===== src/rtl/shr_pkg.sv =====
package shr_pkg;

  localparam int REG_W    = 32;
  localparam int BANK_N   = 12;
  localparam int SHR_N    = 8;
  localparam int FLAG_N   = 2 * BANK_N + SHR_N;
  localparam int NS_BASE  = BANK_N;
  localparam int SHR_BASE = 2 * BANK_N;

  // field order inside one bank
  localparam int K_MEM_ACT  = 0;
  localparam int K_HARD_ACT = 1;
  localparam int K_USE_ACT  = 2;
  localparam int K_SVC_ACT  = 3;
  localparam int K_PSV_ACT  = 4;
  localparam int K_TICK_ACT = 5;
  localparam int K_MEM_PEND = 6;
  localparam int K_USE_PEND = 7;
  localparam int K_SVC_PEND = 8;
  localparam int K_HARD_PEND = 9;
  localparam int K_MEM_EN   = 10;
  localparam int K_USE_EN   = 11;

  // shared flags in the flat state vector
  localparam int F_BUS_ACT  = SHR_BASE + 0;
  localparam int F_BUS_PEND = SHR_BASE + 1;
  localparam int F_BUS_EN   = SHR_BASE + 2;
  localparam int F_SF_ACT   = SHR_BASE + 3;
  localparam int F_SF_PEND  = SHR_BASE + 4;
  localparam int F_SF_EN    = SHR_BASE + 5;
  localparam int F_NMI_ACT  = SHR_BASE + 6;
  localparam int F_DBG_ACT  = SHR_BASE + 7;

  // register bit positions of the non-banked fields
  localparam int RB_BUS_ACT   = 1;
  localparam int RB_HARD_ACT  = 2;
  localparam int RB_SF_ACT    = 4;
  localparam int RB_NMI_ACT   = 5;
  localparam int RB_DBG_ACT   = 8;
  localparam int RB_BUS_PEND  = 14;
  localparam int RB_BUS_EN    = 17;
  localparam int RB_SF_EN     = 19;
  localparam int RB_SF_PEND   = 20;
  localparam int RB_HARD_PEND = 21;

  localparam logic [REG_W-1:0] RSV_MASK = 32'hFFC0_0240;

  // register bit carrying bank field k
  function automatic int bank_pos(input int k);
    case (k)
      K_MEM_ACT:   return 0;
      K_HARD_ACT:  return RB_HARD_ACT;
      K_USE_ACT:   return 3;
      K_SVC_ACT:   return 7;
      K_PSV_ACT:   return 10;
      K_TICK_ACT:  return 11;
      K_MEM_PEND:  return 13;
      K_USE_PEND:  return 12;
      K_SVC_PEND:  return 15;
      K_HARD_PEND: return RB_HARD_PEND;
      K_MEM_EN:    return 16;
      default:     return 18;
    endcase
  endfunction

  // flags reachable by the sequencer set/clear pulses (not enables)
  function automatic logic [FLAG_N-1:0] hw_mask();
    logic [FLAG_N-1:0] m;
    m = '1;
    for (int b = 0; b < 2; b++) begin
      m[b*BANK_N + K_MEM_EN] = 1'b0;
      m[b*BANK_N + K_USE_EN] = 1'b0;
    end
    m[F_BUS_EN] = 1'b0;
    m[F_SF_EN]  = 1'b0;
    return m;
  endfunction

endpackage


===== src/rtl/shr_wr_decode.sv =====
module shr_wr_decode
  import shr_pkg::*;
#(
  parameter bit LEGACY = 1'b0
) (
  input  logic              wr_en,
  input  logic              acc_secure,
  input  logic              cpu_secure,
  input  logic              route_ns,
  input  logic [REG_W-1:0]  wdata,
  output logic [FLAG_N-1:0] wr_mask,
  output logic [FLAG_N-1:0] wr_val
);

  logic shared_ok;
  logic clear_only_ok;

  assign shared_ok     = acc_secure | route_ns;
  assign clear_only_ok = !acc_secure && cpu_secure && route_ns;

  always_comb begin
    wr_mask = '0;
    wr_val  = '0;
    if (wr_en) begin
      // banked fields; hard-fault state is handled separately
      for (int k = 0; k < BANK_N; k++) begin
        if (k != K_HARD_ACT && k != K_HARD_PEND) begin
          if (acc_secure) begin
            wr_mask[k] = 1'b1;
            wr_val[k]  = wdata[bank_pos(k)];
          end else begin
            wr_mask[NS_BASE + k] = 1'b1;
            wr_val[NS_BASE + k]  = wdata[bank_pos(k)];
          end
        end
      end
      if (!acc_secure && !LEGACY) begin
        wr_mask[NS_BASE + K_HARD_PEND] = 1'b1;
        wr_val[NS_BASE + K_HARD_PEND]  = wdata[RB_HARD_PEND];
      end
      if (acc_secure) begin
        wr_mask[F_SF_ACT]  = 1'b1;
        wr_val[F_SF_ACT]   = wdata[RB_SF_ACT];
        wr_mask[F_SF_EN]   = 1'b1;
        wr_val[F_SF_EN]    = wdata[RB_SF_EN];
        wr_mask[F_SF_PEND] = 1'b1;
        wr_val[F_SF_PEND]  = wdata[RB_SF_PEND];
      end
      if (shared_ok) begin
        wr_mask[F_BUS_ACT]  = 1'b1;
        wr_val[F_BUS_ACT]   = wdata[RB_BUS_ACT];
        wr_mask[F_BUS_PEND] = 1'b1;
        wr_val[F_BUS_PEND]  = wdata[RB_BUS_PEND];
        wr_mask[F_BUS_EN]   = 1'b1;
        wr_val[F_BUS_EN]    = wdata[RB_BUS_EN];
      end
      // clear-only fields: value stays 0
      if (clear_only_ok && !wdata[RB_NMI_ACT]) begin
        wr_mask[F_NMI_ACT] = 1'b1;
      end
      if (clear_only_ok && !wdata[RB_HARD_ACT]) begin
        wr_mask[NS_BASE + K_HARD_ACT] = 1'b1;
      end
      wr_mask[F_DBG_ACT] = 1'b1;
      wr_val[F_DBG_ACT]  = wdata[RB_DBG_ACT];
    end
  end

endmodule


===== src/rtl/shr_flag_store.sv =====
module shr_flag_store
  import shr_pkg::*;
(
  input  logic              clk,
  input  logic              rst_n,
  input  logic [FLAG_N-1:0] wr_mask,
  input  logic [FLAG_N-1:0] wr_val,
  input  logic [FLAG_N-1:0] hw_set,
  input  logic [FLAG_N-1:0] hw_clr,
  output logic [FLAG_N-1:0] q
);

  localparam logic [FLAG_N-1:0] HW_M = hw_mask();

  logic [FLAG_N-1:0] set_v;
  logic [FLAG_N-1:0] clr_v;
  logic [FLAG_N-1:0] hw_nxt;
  logic [FLAG_N-1:0] nxt;

  assign set_v  = hw_set & HW_M;
  assign clr_v  = hw_clr & HW_M;
  // clear beats set, register write beats both
  assign hw_nxt = (q | set_v) & ~clr_v;
  assign nxt    = (hw_nxt & ~wr_mask) | (wr_val & wr_mask);

  always_ff @(posedge clk) begin
    if (!rst_n) q <= '0;
    else        q <= nxt;
  end

  for (genvar i = 0; i < FLAG_N; i++) begin : g_chk

    reg_write_wins_chk: assert property (@(posedge clk) disable iff (!rst_n)
      wr_mask[i] |=> q[i] == $past(wr_val[i]));
    if (!HW_M[i]) begin : g_en

      enable_hw_immune_chk: assert property (@(posedge clk) disable iff (!rst_n)
        !wr_mask[i] |=> $stable(q[i]));
    end
  end

endmodule


===== src/rtl/shr_read_view.sv =====
module shr_read_view
  import shr_pkg::*;
#(
  parameter bit LEGACY = 1'b0
) (
  input  logic              clk,
  input  logic              rst_n,
  input  logic [FLAG_N-1:0] q,
  input  logic              rd_en,
  input  logic              acc_secure,
  input  logic              route_ns,
  output logic [REG_W-1:0]  rdata
);

  logic [BANK_N-1:0] sel_bank;
  logic [BANK_N-1:0] bank_bits;
  logic [REG_W-1:0]  bank_v;
  logic [REG_W-1:0]  shr_v;

  assign sel_bank = acc_secure ? q[BANK_N-1:0] : q[NS_BASE +: BANK_N];

  for (genvar k = 0; k < BANK_N; k++) begin : g_bank
    localparam bit HIDE_NS = LEGACY && (k == K_HARD_ACT || k == K_HARD_PEND);
    if (HIDE_NS) begin : g_hide
      assign bank_bits[k] = sel_bank[k] & acc_secure;
    end else begin : g_show
      assign bank_bits[k] = sel_bank[k];
    end
  end

  always_comb begin
    bank_v = '0;
    for (int k = 0; k < BANK_N; k++) begin
      bank_v[bank_pos(k)] = bank_bits[k];
    end
  end

  always_comb begin
    shr_v = '0;
    if (acc_secure) begin
      shr_v[RB_SF_ACT]  = q[F_SF_ACT];
      shr_v[RB_SF_EN]   = q[F_SF_EN];
      shr_v[RB_SF_PEND] = q[F_SF_PEND];
    end
    if (acc_secure || route_ns) begin
      shr_v[RB_BUS_ACT]  = q[F_BUS_ACT];
      shr_v[RB_BUS_PEND] = q[F_BUS_PEND];
      shr_v[RB_BUS_EN]   = q[F_BUS_EN];
      if (!LEGACY) shr_v[RB_NMI_ACT] = q[F_NMI_ACT];
    end
    shr_v[RB_DBG_ACT] = q[F_DBG_ACT];
  end

  assign rdata = rd_en ? (bank_v | shr_v) : '0;


  rsv_bits_zero_chk: assert property (@(posedge clk) disable iff (!rst_n)
    (rdata & RSV_MASK) == '0);

  idle_read_zero_chk: assert property (@(posedge clk) disable iff (!rst_n)
    !rd_en |-> rdata == '0);

endmodule


===== src/rtl/shr_bank.sv =====
module shr_bank
  import shr_pkg::*;
#(
  parameter bit LEGACY = 1'b0
) (
  input  logic              clk,
  input  logic              rst_n,
  input  logic              rd_en,
  input  logic              wr_en,
  input  logic              acc_secure,
  input  logic              cpu_secure,
  input  logic              route_ns,
  input  logic [REG_W-1:0]  wdata,
  output logic [REG_W-1:0]  rdata,
  input  logic [FLAG_N-1:0] hw_set,
  input  logic [FLAG_N-1:0] hw_clr,
  output logic [FLAG_N-1:0] flags_o
);

  logic [FLAG_N-1:0] wr_mask;
  logic [FLAG_N-1:0] wr_val;
  logic [FLAG_N-1:0] state;

  shr_wr_decode #(.LEGACY(LEGACY)) u_dec (
    .wr_en      (wr_en),
    .acc_secure (acc_secure),
    .cpu_secure (cpu_secure),
    .route_ns   (route_ns),
    .wdata      (wdata),
    .wr_mask    (wr_mask),
    .wr_val     (wr_val)
  );

  shr_flag_store u_store (
    .clk     (clk),
    .rst_n   (rst_n),
    .wr_mask (wr_mask),
    .wr_val  (wr_val),
    .hw_set  (hw_set),
    .hw_clr  (hw_clr),
    .q       (state)
  );

  shr_read_view #(.LEGACY(LEGACY)) u_view (
    .clk        (clk),
    .rst_n      (rst_n),
    .q          (state),
    .rd_en      (rd_en),
    .acc_secure (acc_secure),
    .route_ns   (route_ns),
    .rdata      (rdata)
  );

  assign flags_o = state;


  sec_hard_act_locked_chk: assert property (@(posedge clk) disable iff (!rst_n)
    (wr_en && !hw_set[K_HARD_ACT] && !hw_clr[K_HARD_ACT]) |=> $stable(flags_o[K_HARD_ACT]));

  nmi_never_set_by_write_chk: assert property (@(posedge clk) disable iff (!rst_n)
    $rose(flags_o[F_NMI_ACT]) |-> $past(hw_set[F_NMI_ACT]));

  ns_hard_act_never_set_by_write_chk: assert property (@(posedge clk) disable iff (!rst_n)
    $rose(flags_o[NS_BASE + K_HARD_ACT]) |-> $past(hw_set[NS_BASE + K_HARD_ACT]));

  sf_hidden_from_ns_chk: assert property (@(posedge clk) disable iff (!rst_n)
    (rd_en && !acc_secure) |-> (rdata[RB_SF_ACT] | rdata[RB_SF_EN] | rdata[RB_SF_PEND]) == 1'b0);

  bus_hidden_unrouted_chk: assert property (@(posedge clk) disable iff (!rst_n)
    (rd_en && !acc_secure && !route_ns)
      |-> (rdata[RB_BUS_ACT] | rdata[RB_BUS_PEND] | rdata[RB_BUS_EN] | rdata[RB_NMI_ACT]) == 1'b0);

  sf_ns_write_ignored_chk: assert property (@(posedge clk) disable iff (!rst_n)
    (wr_en && !acc_secure && hw_set[F_SF_ACT] == 1'b0 && hw_clr[F_SF_ACT] == 1'b0)
      |=> $stable(flags_o[F_SF_ACT]));

endmodule


===== config.mk =====
export PLATFORM = sky130hd
export DESIGN_NAME = shr_bank
export DESIGN_NICKNAME = d
export VERILOG_FILES = /design/src/rtl/shr_pkg.sv /design/src/rtl/shr_wr_decode.sv /design/src/rtl/shr_flag_store.sv /design/src/rtl/shr_read_view.sv /design/src/rtl/shr_bank.sv
export SDC_FILE = /design/constraint.sdc
export NUM_CORES = 1
export LEC_CHECK = 0
export BUFFER_PORTS_ARGS = -buffer_cell sky130_fd_sc_hd__buf_2
export CAP_MARGIN = 20
export CELL_PAD_IN_SITES_DETAIL_PLACEMENT = 1
export CELL_PAD_IN_SITES_GLOBAL_PLACEMENT = 1
export CORE_MARGIN = 5
export CORE_UTILIZATION = 25
export CTS_BUF_LIST = sky130_fd_sc_hd__clkbuf_8
export DETAILED_ROUTE_END_ITERATION = 7
export PLACE_DENSITY_LB_ADDON = 0.2
export SETUP_SLACK_MARGIN = 0.1
export SYNTH_ARGS = -nofsm -noshare
export SYNTH_HDL_FRONTEND = slang
export SYNTH_SLANG_ARGS = --single-unit
export TNS_END_PERCENT = 100

===== constraint.sdc =====
create_clock -name clk -period 2.9 [get_ports clk]
set_clock_uncertainty 0.05 [all_clocks]
set_input_delay 0.58 -clock clk [delete_from_list [all_inputs] [get_ports clk]]
set_output_delay 0.58 -clock clk [all_outputs]
set_load 0.05 [all_outputs]

==> flow_summary_export.csv <==
group,metric,value,unit
global_route,grt_use_total,13.9,%
global_route,overflow,0,
clocking,cts_root_buffer,"clkbuf_8",
setup_path,critPathKind,"in2out",
die,die_area,8030,sq um
route,drtAntennaViolNets,0,
timing,period_minus_slack,2.29,ns
timing,worst_slack,0.607,ns
placed_design,gp_congestion,0.673,
timing,rsz0062_at_grt,"no",
clocking,ctsHoldBuffers,0,
synthesis,synthCells,185,
cells_and_area,area_growth,44.3,%
setup_path,critPathRequiredTime,2.27,ns
clocking,clk_latency,0.27,ns
setup_path,crit_arrival,1.66,ns
die,pin_count,167,
power_and_ir_drop,worst_ir_drop_vdd,0.177,mV
global_route,grt_pass1_wl,8.42,mm
setup_path,reg2reg_to,"u_store.q[14]",
cells_and_area,finalNetCount,412,
global_route,grt_max_degree,19,
power_and_ir_drop,p_per_area,507,nW/um^2
route,drtPass1Iterations,4,
setup_path,r2r_start,"u_store.q[14]",
worst_hold_path,hold_path.startpoint,"hw_clr[1]",
clocking,h-tree-depth,2,
worst_hold_path,hold_path_class,"in2reg",
setup_path,rr_worst_depth,2,
synthesis,synth.top_cell.area_share,40.4,%
placed_design,place_ws,0.577,ns
die,rows,29,
cells_and_area,drive_gt1_share,45.6,%
die,coreArea,6240,sq um
synthesis,synth_area,1590,sq um
clocking,cts_setup_buffers,0,
synthesis,syn_area_per_cell,8.57,sq um
synthesis,ys_seq_area_share,40.4,%
route,drt_iter0_markers,18,
setup_path,r2r_slack,2.11,ns
synthesis,synth_top_area_cell,"dfxtp_1",
route,drt-total-wl,5.84,mm
setup_path,crit_path_end_kind,"output port",
route,vias,1730,
synthesis,yosys_warnings,0,
job,maxCapViolCount,0,
clocking,path_clk_slew,0.06,ns
global_route,grt_pass1_vias,1690,
route,drc,0,
setup_path,startpoint,"acc_secure",
outcome,outcome,"complete, no violations",
synthesis,ys_seq_elements,32,
setup_path,cp-start-kind,"input pin",
cells_and_area,diodes,0,
cells_and_area,finish.utilization,36.6,%
die,start_util,25.4,%
clocking,clockBufferDepth,2,
cells_and_area,final-seq-area,641,sq um
timing,setup_violations,0,
global_route,antenna_found_initial,0,
synthesis,ys_top_cells_by_area,"dfxtp_1, o32ai_1, buf_4",
clocking,cts_tree,"yes",
power_and_ir_drop,p_leak,1.23,nW
route,post_drt_wl_per_cell,15.1,microns
clocking,cts-resized-gates,0,
timing,tns,0,ns
synthesis,synthDistinctLibCells,24,
placed_design,hpwlAfterDp,4.56,mm
timing,report.final.slew_viol_count,0,
timing,min_period_over_period,79.1,%
cells_and_area,multi_input_area,796,sq um
route,via_per_inst,4.48,
placed_design,portBuffers,130,
die,die_x,89.6,microns
timing,final-hold-violation-count,0,
cells_and_area,nFillCells,810,
setup_path,path_max_fanout,16,
setup_path,endpoint,"rdata[15]",
clocking,cts_sinks,32,
timing,fmax,436,MHz
clocking,numCtsBuffers,5,
die,fp.dieH,89.6,microns
## worst max-delay path, cell delays in order
cell     delay [ns]
buf_2          0.37
buf_4          0.25
mux2i_1        0.08
nor2b_1        0.11
buf_2          0.27
## final cells by class
cell class | instances | area share (%)
clock buffers | 5 | 3.01
clock inverters | 2 | 0.383
flip-flops and latches | 32 | 28.0
well taps | 77 | 4.21
repair buffers | 133 | 29.4
multi-input cells | 136 | 34.8
inverters | 1 | 0.164
## synthesized netlist by cell type (all sizes together)
master / number
inv: 1
conb: 1
buf: 25
a21oi: 4
and2: 5
nor2b: 12
nand3: 6
nor3: 2
nand2: 19
nand2b: 1
o21ai: 2
o32ai: 19
dfxtp: 32
nand4b: 1
o21a: 2
clkbuf: 2
and3: 3
nor4: 2
o41ai: 2
mux2i: 14
nor2: 30
## kinds of logic (layout without fill, tap and decap cells)
group,after synthesis,in the layout,share of synthesized area (%)
and+or+nand+nor,81,81,24.1
other,1,12,0.237
AOI/OAI and AO/OA,29,29,14.4
DFF,32,32,40.4
muxes,14,14,8.84
buffers and inverters,28,141,12.0
## layout by cell type (no fill, tap or decap), types with 4 or more instances in the layout
cell type,Yosys,routed
mux2i_1,14,14
nor2_1,30,30
nor2b_1,12,12
and2_1,5,5
clkbuf_8,0,5
a21oi_1,4,4
conb_1,1,12
buf_2,5,130
nand2_1,17,17
o32ai_1,19,19
dfxtp_1,32,32
nand3_1,6,6
## metrics by stage
stage | cells | hold WS [ns] | total power [mW] | instance area [sq um]
floorplan | 196 | 0.395 | 0.761 | 1630
global placement | 379 | 0.410 | 0.856 | 2210
detailed placement | 379 | 0.419 | 0.859 | 2210
CTS | 386 | 0.398 | 1.18 | 2290
global route | 386 | 0.399 | 1.22 | 2290
finish | 386 | 0.407 | 1.16 | 2290
## worst min-delay path by stage
stage / endpoint / slack [ns] / depth (start not counted)
2_1_floorplan: flop / 0.39 / 2
3_3_place_gp: flop / 0.41 / 2
3_5_place_dp: flop / 0.42 / 2
4_1_cts: u_store.q[1] / 0.40 / 2
5_1_grt: u_store.q[1] / 0.40 / 2
6_report: u_store.q[1] / 0.41 / 2
## report_power, final
part	switching (mW)	internal, mW	leakage, nW
clock	0.157	0.159	0.0452
sequential	0.0184	0.467	0.264
combinational	0.256	0.102	0.918
total	0.432	0.729	1.23
## layer usage
layer	GRT usage (%)	vias to the layer above	routed length [microns]
met5	0	-	0
met4	3.65	0	27
met3	4.01	3	499
met2	25.0	66	2990
met1	15.9	795	2320
li1	-	866	-
No activity file was read; power rests on OpenSTA's default activity.
